$ cat config.mk
export PLATFORM = sky130hd
export DESIGN_NAME = bmdma_regs
export DESIGN_NICKNAME = d
export VERILOG_FILES = /design/src/rtl/bmdma_pkg.sv /design/src/rtl/bmdma_tbl_reg.sv /design/src/rtl/bmdma_chan.sv /design/src/rtl/bmdma_rdmux.sv /design/src/rtl/bmdma_regs.sv
export SDC_FILE = /design/constraint.sdc
export NUM_CORES = 1
export LEC_CHECK = 0
export BUFFER_PORTS_ARGS = -buffer_cell sky130_fd_sc_hd__buf_2
export CAP_MARGIN = 20
export CORE_AREA = 2 2 152 95
export CTS_CLUSTER_SIZE = 28
export DETAILED_ROUTE_END_ITERATION = 10
export DIE_AREA = 0 0 154 97
export PLACE_DENSITY = 0.75
export SYNTH_ARGS = -nofsm -noshare
export SYNTH_HDL_FRONTEND = slang
export SYNTH_HIERARCHICAL = 1
export SYNTH_SLANG_ARGS = --single-unit
$ cat constraint.sdc
create_clock -name clk_i -period 1.1 [get_ports clk_i]
set_input_delay 0.22 -clock clk_i [delete_from_list [all_inputs] [get_ports clk_i]]
set_output_delay 0.22 -clock clk_i [all_outputs]
set_load 0.02 [all_outputs]
$ cat src/rtl/bmdma_pkg.sv
package bmdma_pkg;

  typedef enum logic [1:0] {
    SZ_BYTE  = 2'd0,
    SZ_WORD  = 2'd1,
    SZ_DWORD = 2'd2,
    SZ_RSVD  = 2'd3
  } acc_size_e;

  localparam int CMD_START_BIT = 0;
  localparam int CMD_DIR_BIT   = 3;

  localparam int STS_ACT_BIT = 0;
  localparam int STS_ERR_BIT = 1;
  localparam int STS_IRQ_BIT = 2;
  localparam int STS_RW_LO   = 5;
  localparam int STS_RW_HI   = 6;

  localparam logic [1:0] OFF_CMD = 2'd0;
  localparam logic [1:0] OFF_STS = 2'd2;

  localparam logic [15:0] CFG_CMD_RST = 16'h0000;
  localparam logic [15:0] CFG_STS_RST = 16'h0280;
  localparam logic [7:0]  CFG_BAR_RST = 8'h01;

  function automatic logic [3:0] lane_en(acc_size_e sz, logic [1:0] off);
    logic [3:0] base;
    case (sz)
      SZ_BYTE:  base = 4'b0001;
      SZ_WORD:  base = 4'b0011;
      SZ_DWORD: base = 4'b1111;
      default:  base = 4'b0000;
    endcase
    return base << off;
  endfunction

  function automatic logic [31:0] width_mask(acc_size_e sz);
    case (sz)
      SZ_BYTE: return 32'h0000_00FF;
      SZ_WORD: return 32'h0000_FFFF;
      default: return 32'hFFFF_FFFF;
    endcase
  endfunction

endpackage

$ cat src/rtl/bmdma_tbl_reg.sv
module bmdma_tbl_reg
  import bmdma_pkg::*;
#(
  parameter int DW = 32
) (
  input  logic      clk_i,
  input  logic      rst_ni,
  input  logic      wr_i,
  input  acc_size_e size_i,
  input  logic [1:0] off_i,
  input  logic [DW-1:0] wdata_i,
  output logic [DW-1:0] tbl_o
);
  localparam int NB = DW / 8;

  logic [NB-1:0] be;
  logic [DW-1:0] lane_data;
  logic [DW-1:0] tbl_q, tbl_d;

  assign be        = NB'(lane_en(size_i, off_i));
  assign lane_data = wdata_i << (8 * off_i);

  always_comb begin
    tbl_d = tbl_q;
    for (int b = 0; b < NB; b++) begin
      if (wr_i && be[b]) tbl_d[8*b +: 8] = lane_data[8*b +: 8];
    end
    tbl_d[1:0] = 2'b00; // dword-aligned table pointer
  end

  always_ff @(posedge clk_i or negedge rst_ni) begin
    if (!rst_ni) tbl_q <= '0;
    else         tbl_q <= tbl_d;
  end

  assign tbl_o = tbl_q;
endmodule

$ cat src/rtl/bmdma_chan.sv
module bmdma_chan
  import bmdma_pkg::*;
#(
  parameter int DW = 32
) (
  input  logic      clk_i,
  input  logic      rst_ni,
  input  logic      hit_i,
  input  logic      tbl_sel_i,
  input  logic [1:0] off_i,
  input  acc_size_e size_i,
  input  logic [DW-1:0] wdata_i,
  input  logic      busy_i,
  input  logic      err_i,
  input  logic      done_i,
  output logic [7:0] cmd_o,
  output logic [7:0] sts_o,
  output logic [DW-1:0] tbl_o,
  output logic      start_o,
  output logic      dir_o
);
  logic byte_cs;
  logic cmd_wr, sts_wr;
  logic start_q, dir_q;
  logic act_q, err_q, irq_q;
  logic [1:0] rw_q;

  assign byte_cs = hit_i && !tbl_sel_i && (size_i == SZ_BYTE);
  assign cmd_wr  = byte_cs && (off_i == OFF_CMD);
  assign sts_wr  = byte_cs && (off_i == OFF_STS);

  always_ff @(posedge clk_i or negedge rst_ni) begin
    if (!rst_ni) begin
      start_q <= 1'b0;
      dir_q   <= 1'b0;
      act_q   <= 1'b0;
      err_q   <= 1'b0;
      irq_q   <= 1'b0;
      rw_q    <= 2'b00;
    end else begin
      act_q <= busy_i;
      if (cmd_wr) begin
        start_q <= wdata_i[CMD_START_BIT];
        dir_q   <= wdata_i[CMD_DIR_BIT];
      end
      if (sts_wr) rw_q <= wdata_i[STS_RW_HI:STS_RW_LO];
      // hardware set beats software clear
      err_q <= err_i  || (err_q && !(sts_wr && wdata_i[STS_ERR_BIT]));
      irq_q <= done_i || (irq_q && !(sts_wr && wdata_i[STS_IRQ_BIT]));
    end
  end

  always_comb begin
    cmd_o = '0;
    cmd_o[CMD_START_BIT] = start_q;
    cmd_o[CMD_DIR_BIT]   = dir_q;
    sts_o = '0;
    sts_o[STS_ACT_BIT] = act_q;
    sts_o[STS_ERR_BIT] = err_q;
    sts_o[STS_IRQ_BIT] = irq_q;
    sts_o[STS_RW_HI:STS_RW_LO] = rw_q;
  end

  bmdma_tbl_reg #(.DW(DW)) u_tbl (
    .clk_i  (clk_i),
    .rst_ni (rst_ni),
    .wr_i   (hit_i && tbl_sel_i),
    .size_i (size_i),
    .off_i  (off_i),
    .wdata_i(wdata_i),
    .tbl_o  (tbl_o)
  );

  assign start_o = start_q;
  assign dir_o   = dir_q;
endmodule

$ cat src/rtl/bmdma_rdmux.sv
module bmdma_rdmux
  import bmdma_pkg::*;
#(
  parameter int NUM_CH = 2,
  parameter int DW     = 32,
  parameter int AW     = 4
) (
  input  logic [AW-1:0] addr_i,
  input  acc_size_e     size_i,
  input  logic [NUM_CH-1:0][7:0]    cmd_i,
  input  logic [NUM_CH-1:0][7:0]    sts_i,
  input  logic [NUM_CH-1:0][DW-1:0] tbl_i,
  output logic [DW-1:0] rdata_o
);
  localparam int CW = AW - 3;

  logic [CW-1:0] ch;
  logic [1:0]    off;
  logic [DW-1:0] mask;

  assign ch   = addr_i[AW-1:3];
  assign off  = addr_i[1:0];
  assign mask = DW'(width_mask(size_i));

  always_comb begin
    rdata_o = '1;
    if (int'(ch) < NUM_CH) begin
      if (addr_i[2]) begin
        rdata_o = (tbl_i[ch] >> (8 * off)) & mask;
      end else if (size_i != SZ_BYTE) begin
        rdata_o = mask;
      end else begin
        case (off)
          OFF_CMD: rdata_o = DW'(cmd_i[ch]);
          OFF_STS: rdata_o = DW'(sts_i[ch]);
          default: rdata_o = DW'(8'hFF);
        endcase
      end
    end
  end
endmodule

$ cat src/rtl/bmdma_regs.sv
module bmdma_regs
  import bmdma_pkg::*;
#(
  parameter int NUM_CH = 2,
  parameter int DW     = 32,
  localparam int AW    = $clog2(NUM_CH) + 3
) (
  input  logic              clk_i,
  input  logic              rst_ni,
  input  logic [AW-1:0]     addr_i,
  input  logic [1:0]        size_i,
  input  logic              wr_i,
  input  logic [DW-1:0]     wdata_i,
  output logic [DW-1:0]     rdata_o,
  input  logic [NUM_CH-1:0] busy_i,
  input  logic [NUM_CH-1:0] err_i,
  input  logic [NUM_CH-1:0] done_i,
  output logic [NUM_CH-1:0] start_o,
  output logic [NUM_CH-1:0] dir_o,
  output logic [15:0]       cfg_cmd_o,
  output logic [15:0]       cfg_sts_o,
  output logic [7:0]        cfg_bar_o
);
  acc_size_e sz;
  logic [NUM_CH-1:0][7:0]    cmd_all;
  logic [NUM_CH-1:0][7:0]    sts_all;
  logic [NUM_CH-1:0][DW-1:0] tbl_all;
  logic [DW-1:0] rdata_d, rdata_q;

  assign sz = acc_size_e'(size_i);

  for (genvar c = 0; c < NUM_CH; c++) begin : g_ch
    logic hit;
    assign hit = wr_i && (int'(addr_i[AW-1:3]) == c);

    bmdma_chan #(.DW(DW)) u_chan (
      .clk_i    (clk_i),
      .rst_ni   (rst_ni),
      .hit_i    (hit),
      .tbl_sel_i(addr_i[2]),
      .off_i    (addr_i[1:0]),
      .size_i   (sz),
      .wdata_i  (wdata_i),
      .busy_i   (busy_i[c]),
      .err_i    (err_i[c]),
      .done_i   (done_i[c]),
      .cmd_o    (cmd_all[c]),
      .sts_o    (sts_all[c]),
      .tbl_o    (tbl_all[c]),
      .start_o  (start_o[c]),
      .dir_o    (dir_o[c])
    );
  end

  bmdma_rdmux #(.NUM_CH(NUM_CH), .DW(DW), .AW(AW)) u_rdmux (
    .addr_i (addr_i),
    .size_i (sz),
    .cmd_i  (cmd_all),
    .sts_i  (sts_all),
    .tbl_i  (tbl_all),
    .rdata_o(rdata_d)
  );

  always_ff @(posedge clk_i or negedge rst_ni) begin
    if (!rst_ni) rdata_q <= '0;
    else         rdata_q <= rdata_d;
  end

  assign rdata_o   = rdata_q;
  assign cfg_cmd_o = CFG_CMD_RST;
  assign cfg_sts_o = CFG_STS_RST;
  assign cfg_bar_o = CFG_BAR_RST;
endmodule

* Word-level counts from Yosys, hierarchy flattened
Index checks and enable logic that the tools add are counted.
** Storage, ports and cells
- Bits in registers :: 106
- Word-level logic and storage cells :: 81
- Output and inout port bits :: 76
- Bits of input ports :: 47
** Operators by class
- Bitwise operators :: 2
- Order comparisons :: 1
- Mux-type cells :: 11
- Reductions and logical operators :: 40
- Eq/ne operators :: 3
- Shift-type cells :: 3
** Operators by type and width (number)
- 32-bit 2-to-1 mux :: 4
- 32-bit one-hot mux with 2 select lines :: 1
- 32-bit AND :: 1
- 32-bit by 5-bit << shifter with 32-bit output :: 1
- 32-bit by 5-bit right shift with 32-bit output :: 1
- 1-bit logical AND :: 28
- 8-bit 2-to-1 mux :: 2
- 8-bit one-hot mux with 2 select lines :: 1
- 4-bit one-hot mux with 3 select lines :: 1
- 7-bit 2-to-1 mux :: 1
- 1-bit zero test :: 5
- 2-bit equality test, second input constant :: 2
- 2-bit zero test :: 2
- 1-bit logical OR :: 4
- 4-bit 2-to-1 mux :: 1
- 4-bit by 2-bit << shifter with 4-bit output :: 1
- 2-bit by 1-bit equality test with 1-bit output, second input constant :: 1
- 1-bit by 2-bit less-than comparator with 1-bit output, second input constant :: 1
- 2-bit nonzero test :: 1
- 1-bit NOT :: 1

* Longest topological paths before layout
- Word-level depth :: 9
- Gate-level depth with buffers :: 6
- Mapped depth without buffers :: 5

* By module
Netlist, hierarchy kept.
** By module, submodules not included
- bmdma_tbl_reg :: cells an instance 124, area each 1727.9 µm², instances 2, sequential area each 750.7 µm²
- bmdma_rdmux :: cells an instance 153, area each 1382.6 µm², instances 1, sequential area each 0.0 µm²
- bmdma_regs :: cells an instance 76, area each 1124.8 µm², instances 1, sequential area each 800.8 µm²
- bmdma_chan :: cells an instance 37, area each 404.1 µm², instances 2, sequential area each 175.2 µm²

* Worst setup path before layout
OpenSTA, ideal clock, no wires.
- Kind :: input port to flip-flop
- Start :: input size_i[1]
- End :: register g_ch[1].u_chan.dir_q
- Path buffers :: 0
- Data required time :: 0.975 ns
- Slack :: -0.444 ns
- Data arrival time :: 1.419 ns
- Stages on the path :: 3
- Library setup time :: 0.125 ns
- Cells stage by stage :: or3_4 > or4b_4 > mux2_4
** Between the ends
- Cells in the longest elaborated chain, start to end :: 3
** RTL lines
- start, declared :: RTL line bmdma_regs.sv:11 : input logic [1:0] size_i,
- 2-bit zero test :: RTL line bmdma_chan.sv:28 : assign byte_cs = hit_i && !tbl_sel_i && (size_i == SZ_BYTE);
- 1-bit logical AND :: RTL line bmdma_chan.sv:28
- 1-bit logical AND :: RTL line bmdma_chan.sv:29 : assign cmd_wr = byte_cs && (off_i == OFF_CMD);
- end signal, assigned :: RTL line bmdma_chan.sv:44 : dir_q <= wdata_i[CMD_DIR_BIT];
- end, declared :: RTL line bmdma_chan.sv:24 : logic start_q, dir_q;
No other way between the ends.
A chain may end at the register's enable or synchronous reset.

* Worst setup path in the final report
- Start :: input size_i[0]
- End :: register g_ch[0].u_chan.start_q
** Between the ends
- Cells in the longest elaborated chain, start to end :: 3
** RTL lines
- 2-bit zero test :: RTL line bmdma_chan.sv:28
- 1-bit logical AND :: RTL line bmdma_chan.sv:28
- 1-bit logical AND :: RTL line bmdma_chan.sv:29
- end signal, assigned :: RTL line bmdma_chan.sv:43 : start_q <= wdata_i[CMD_START_BIT];
- end, declared :: RTL line bmdma_chan.sv:24
No other way between the ends.

==> results.ini <==
[clock_tree]
cts_buffers = 9
cts_sinks = 106
clkLatencyLatePin_ns = 0.35
path_clk_slew_ns = 0.08
cts_root_buf = clkbuf_16
cts_tree = done
h-tree-depth = 3
cts_max_path_buffers = 2

[critical_path]
worstPathRequired_ns = 1.33
cp-startpoint = size_i[0]
cp_max_fo = 5
r2r-end = rdata_o[9]$_DFF_PN0_
rr_startpoint = g_ch[1].u_chan/u_tbl/tbl_o[17]$_DFFE_PN0P_
reg2reg_depth = 3
start_kind = input port
crit_type = input port to register
worstSetupEndpointType = register
rrSetupSlack_ns = -0.25
critPathArrivalTime_ns = 1.60

[routing]
wirelength_um = 18600
ant_nets = 0
drtIter0Drc = 262
avgViaCountPerCell = 5.46
drc = 0
wire_per_inst_um = 20.2
drtPass1Iterations = 5
routed.top_layer = met4
routed-via-count = 5029
wl_met2_um = 9000
route.met3.wl_um = 920
wl_met1_um = 8330

[final_layout]
drive_gt1_share_pct = 57.5
num-nets-final = 792
antenna_cells = 0
final_cells = 921
syn_to_final_growth_pct = 36.4
fillCellCount = 955
final_area_um2 = 9230

[die]
num_rows = 33
fp.dieH_um = 97
die_w_um = 154
die_area_um2 = 14900
ios = 123
initial_core_util_pct = 50.5
coreArea_um2 = 13400

[logic_synthesis]
synth_edf_count = 0
netlist_top_cells_count = 106 x dfrtp_1, 81 x mux2_2, 77 x buf_4
syn-instance-count = 551
yosys.area_share.simple_pct = 6.73
synth_top_area_share_pct = 39.2
synth_area_leader_cell = dfrtp_1
yosys_warnings = 6
async_reset_ff_share_pct = 100
synth-xor-area-share_pct = 0
syn_area_um2 = 6770
synth_top_family_by_area = multiplexers
synth-compound-area-share_pct = 6.89
synthMuxAreaShare_pct = 34.3
synth-seq-cells = 106
ys_top_cells_by_area = dfrtp_1 39%, mux2_2 13%, buf_4 8.5%, mux2i_1 8.4%, mux4_2 8.0%
synth.most_common_cell = dfrtp_1
synth_ff_type = dfrtp_1
syn_area_per_cell_um2 = 12.3
synth_fa_ha_area_share_pct = 0.739
synth.distinct_cells = 37
synth.yosys.seq_area_share_pct = 39.2

[timing]
relSlewSlack_pct = 61.2
setup_ws_ns = -0.269
skew_ns = 0.00897
tightest_slew_ns = 0.579
rsz0062_at_grt = yes
fin_crit_sh_pct = 124
finalHoldViolations = 0
fmax_ghz = 0.730
min_period_ns = 1.37
setup_viol = 96
drv_slew = 0

[global_routing]
antenna_found_initial = 0
track_usage_pct = 25.2
grt_overflow = 0
grt_max_degree = 41
grt_pass1_wl_um = 29100
grt_pass1_vias = 5342

[placed_design]
placed_cell_area_um2 = 8090
dp_hpwl_um = 13500
dp.cells = 882
numPortBuffers = 82
place_congestion = 0.862

[status]
violations = setup timing
status = finished, violations left

[pwr]
ir_drop_uv = 1050
p_leak_nw = 4.37
powerDensity_nw_per_um2 = 1500

[min_path]
worstHoldPathCells = 3
hold_path.class = input port to register
min_from = err_i[0]
min_to = g_ch[0].u_chan/err_q$_DFF_PN0_

[run]
cap_violations = 0

[layout by cell type (no fill, tap or decap), types with 5 or more instances in the layout]
cell	Yosys	layout
o21ai_1	6	6
a31oi_1	12	9
o2bb2ai_1	16	16
dfrtp_1	106	106
and2_4	0	8
mux2_2	81	44
conb_1	6	62
nand2_2	0	7
nand2_1	28	20
o21ai_0	9	7
buf_2	10	41
mux4_2	24	24
nor2b_1	9	6
nor2_1	13	10
clkbuf_16	0	9
inv_1	7	5
buf_6	11	58
buf_12	0	17
a22oi_2	0	6
o22a_1	6	6
mux2_4	20	57
buf_4	77	108
mux2i_1	57	50
[what timing repair did]
action | CTS | global route
gates resized for setup | 73 | 102
endpoints found under the setup margin | 100 | 133
hold buffers | 3 | 0
pin swaps | 42 | 12
buffers inserted | 14 | 6
endpoints found under the hold margin | 68 | 0
[per-layer routing]
metal | up-vias | global-route usage [%]
li1 | 2260 | -
met1 | 2556 | 35.1
met2 | 187 | 40.8
met3 | 26 | 4.57
met4 | 0 | 7.12
met5 | - | 0
[layout make-up]
cell class	instances	area, um2	area share [%]
Clock buffer	10	239	2.59
Clock inverter	6	65.1	0.705
Inverter	7	33.8	0.366
Multi-Input combinational cell	390	3990	43.2
Sequential cell	106	2650	28.7
Tap cell	175	219	2.37
Timing Repair Buffer	227	2040	22.1
[kinds of logic after synthesis]
logic type	after synthesis
adders and majority gates	4
buffers and inverters	111
DFF	106
AOI/OAI and AO/OA	65
other	6
and+or+nand+nor	77
muxes	182
[through the flow]
| step | TNS [ns] | setup WS [ns] | hold WS [ns] | power [W] | utilization, % |
|---|---|---|---|---|---|
| 2_1_floorplan | -19.80 | -0.412 | -0.0756 | 0.00783 | - |
| 3_3_place_gp | -54.35 | -0.662 | 0.0863 | 0.00941 | 60.3 |
| 3_5_place_dp | -57.14 | -0.719 | 0.0866 | 0.00961 | 60.3 |
| 4_1_cts | -12.27 | -0.256 | 0.131 | 0.0134 | 65.8 |
| 5_1_grt | -16.41 | -0.272 | 0.149 | 0.0145 | 68.8 |
| 6_report | -14.34 | -0.269 | 0.135 | 0.0139 | 68.8 |
[report_power, final]
part | internal [W] | total (W) | switching [W]
clock network | 0.00183 | 0.00333 | 0.00150
logic | 0.00317 | 0.00529 | 0.00212
registers | 0.00472 | 0.00525 | 0.000530
total | 0.00972 | 0.0139 | 0.00415
[state kept, by name, summed over array words and instances, names as in the netlist]
signal                   count
g_ch.u_chan/err_q            2
g_ch.u_chan/irq_q            2
rdata_o                     32
g_ch.u_chan/u_tbl/tbl_o     60
g_ch.u_chan/act_q            2
g_ch.u_chan/rw_q             4
g_ch.u_chan/start_o          2
g_ch.u_chan/dir_o            2
[worst max path at each step]
stage | end | slack (ns) | depth (start not counted)
after CTS | g_ch[0].u_chan/start_o$_DFFE_PN0P_ | -0.26 | 4
after global routing | g_ch[1].u_chan/dir_o$_DFFE_PN0P_ | -0.27 | 4
final | g_ch[0].u_chan/start_o$_DFFE_PN0P_ | -0.27 | 4
after floorplan | g_ch[0].u_chan/dir_o$_DFFE_PN0P_ | -0.41 | 3
after detailed placement | g_ch[1].u_chan/u_tbl/tbl_o[17]$_DFFE_PN0P_ | -0.72 | 8
after global placement | g_ch[1].u_chan/u_tbl/tbl_o[21]$_DFFE_PN0P_ | -0.66 | 8
[worst max-delay path, stage by stage]
cell    delay (ns)
buf_12        0.12
or3_4         0.41
or4b_4        0.54
mux2_4        0.31
(Power assumes the default switching activity.)
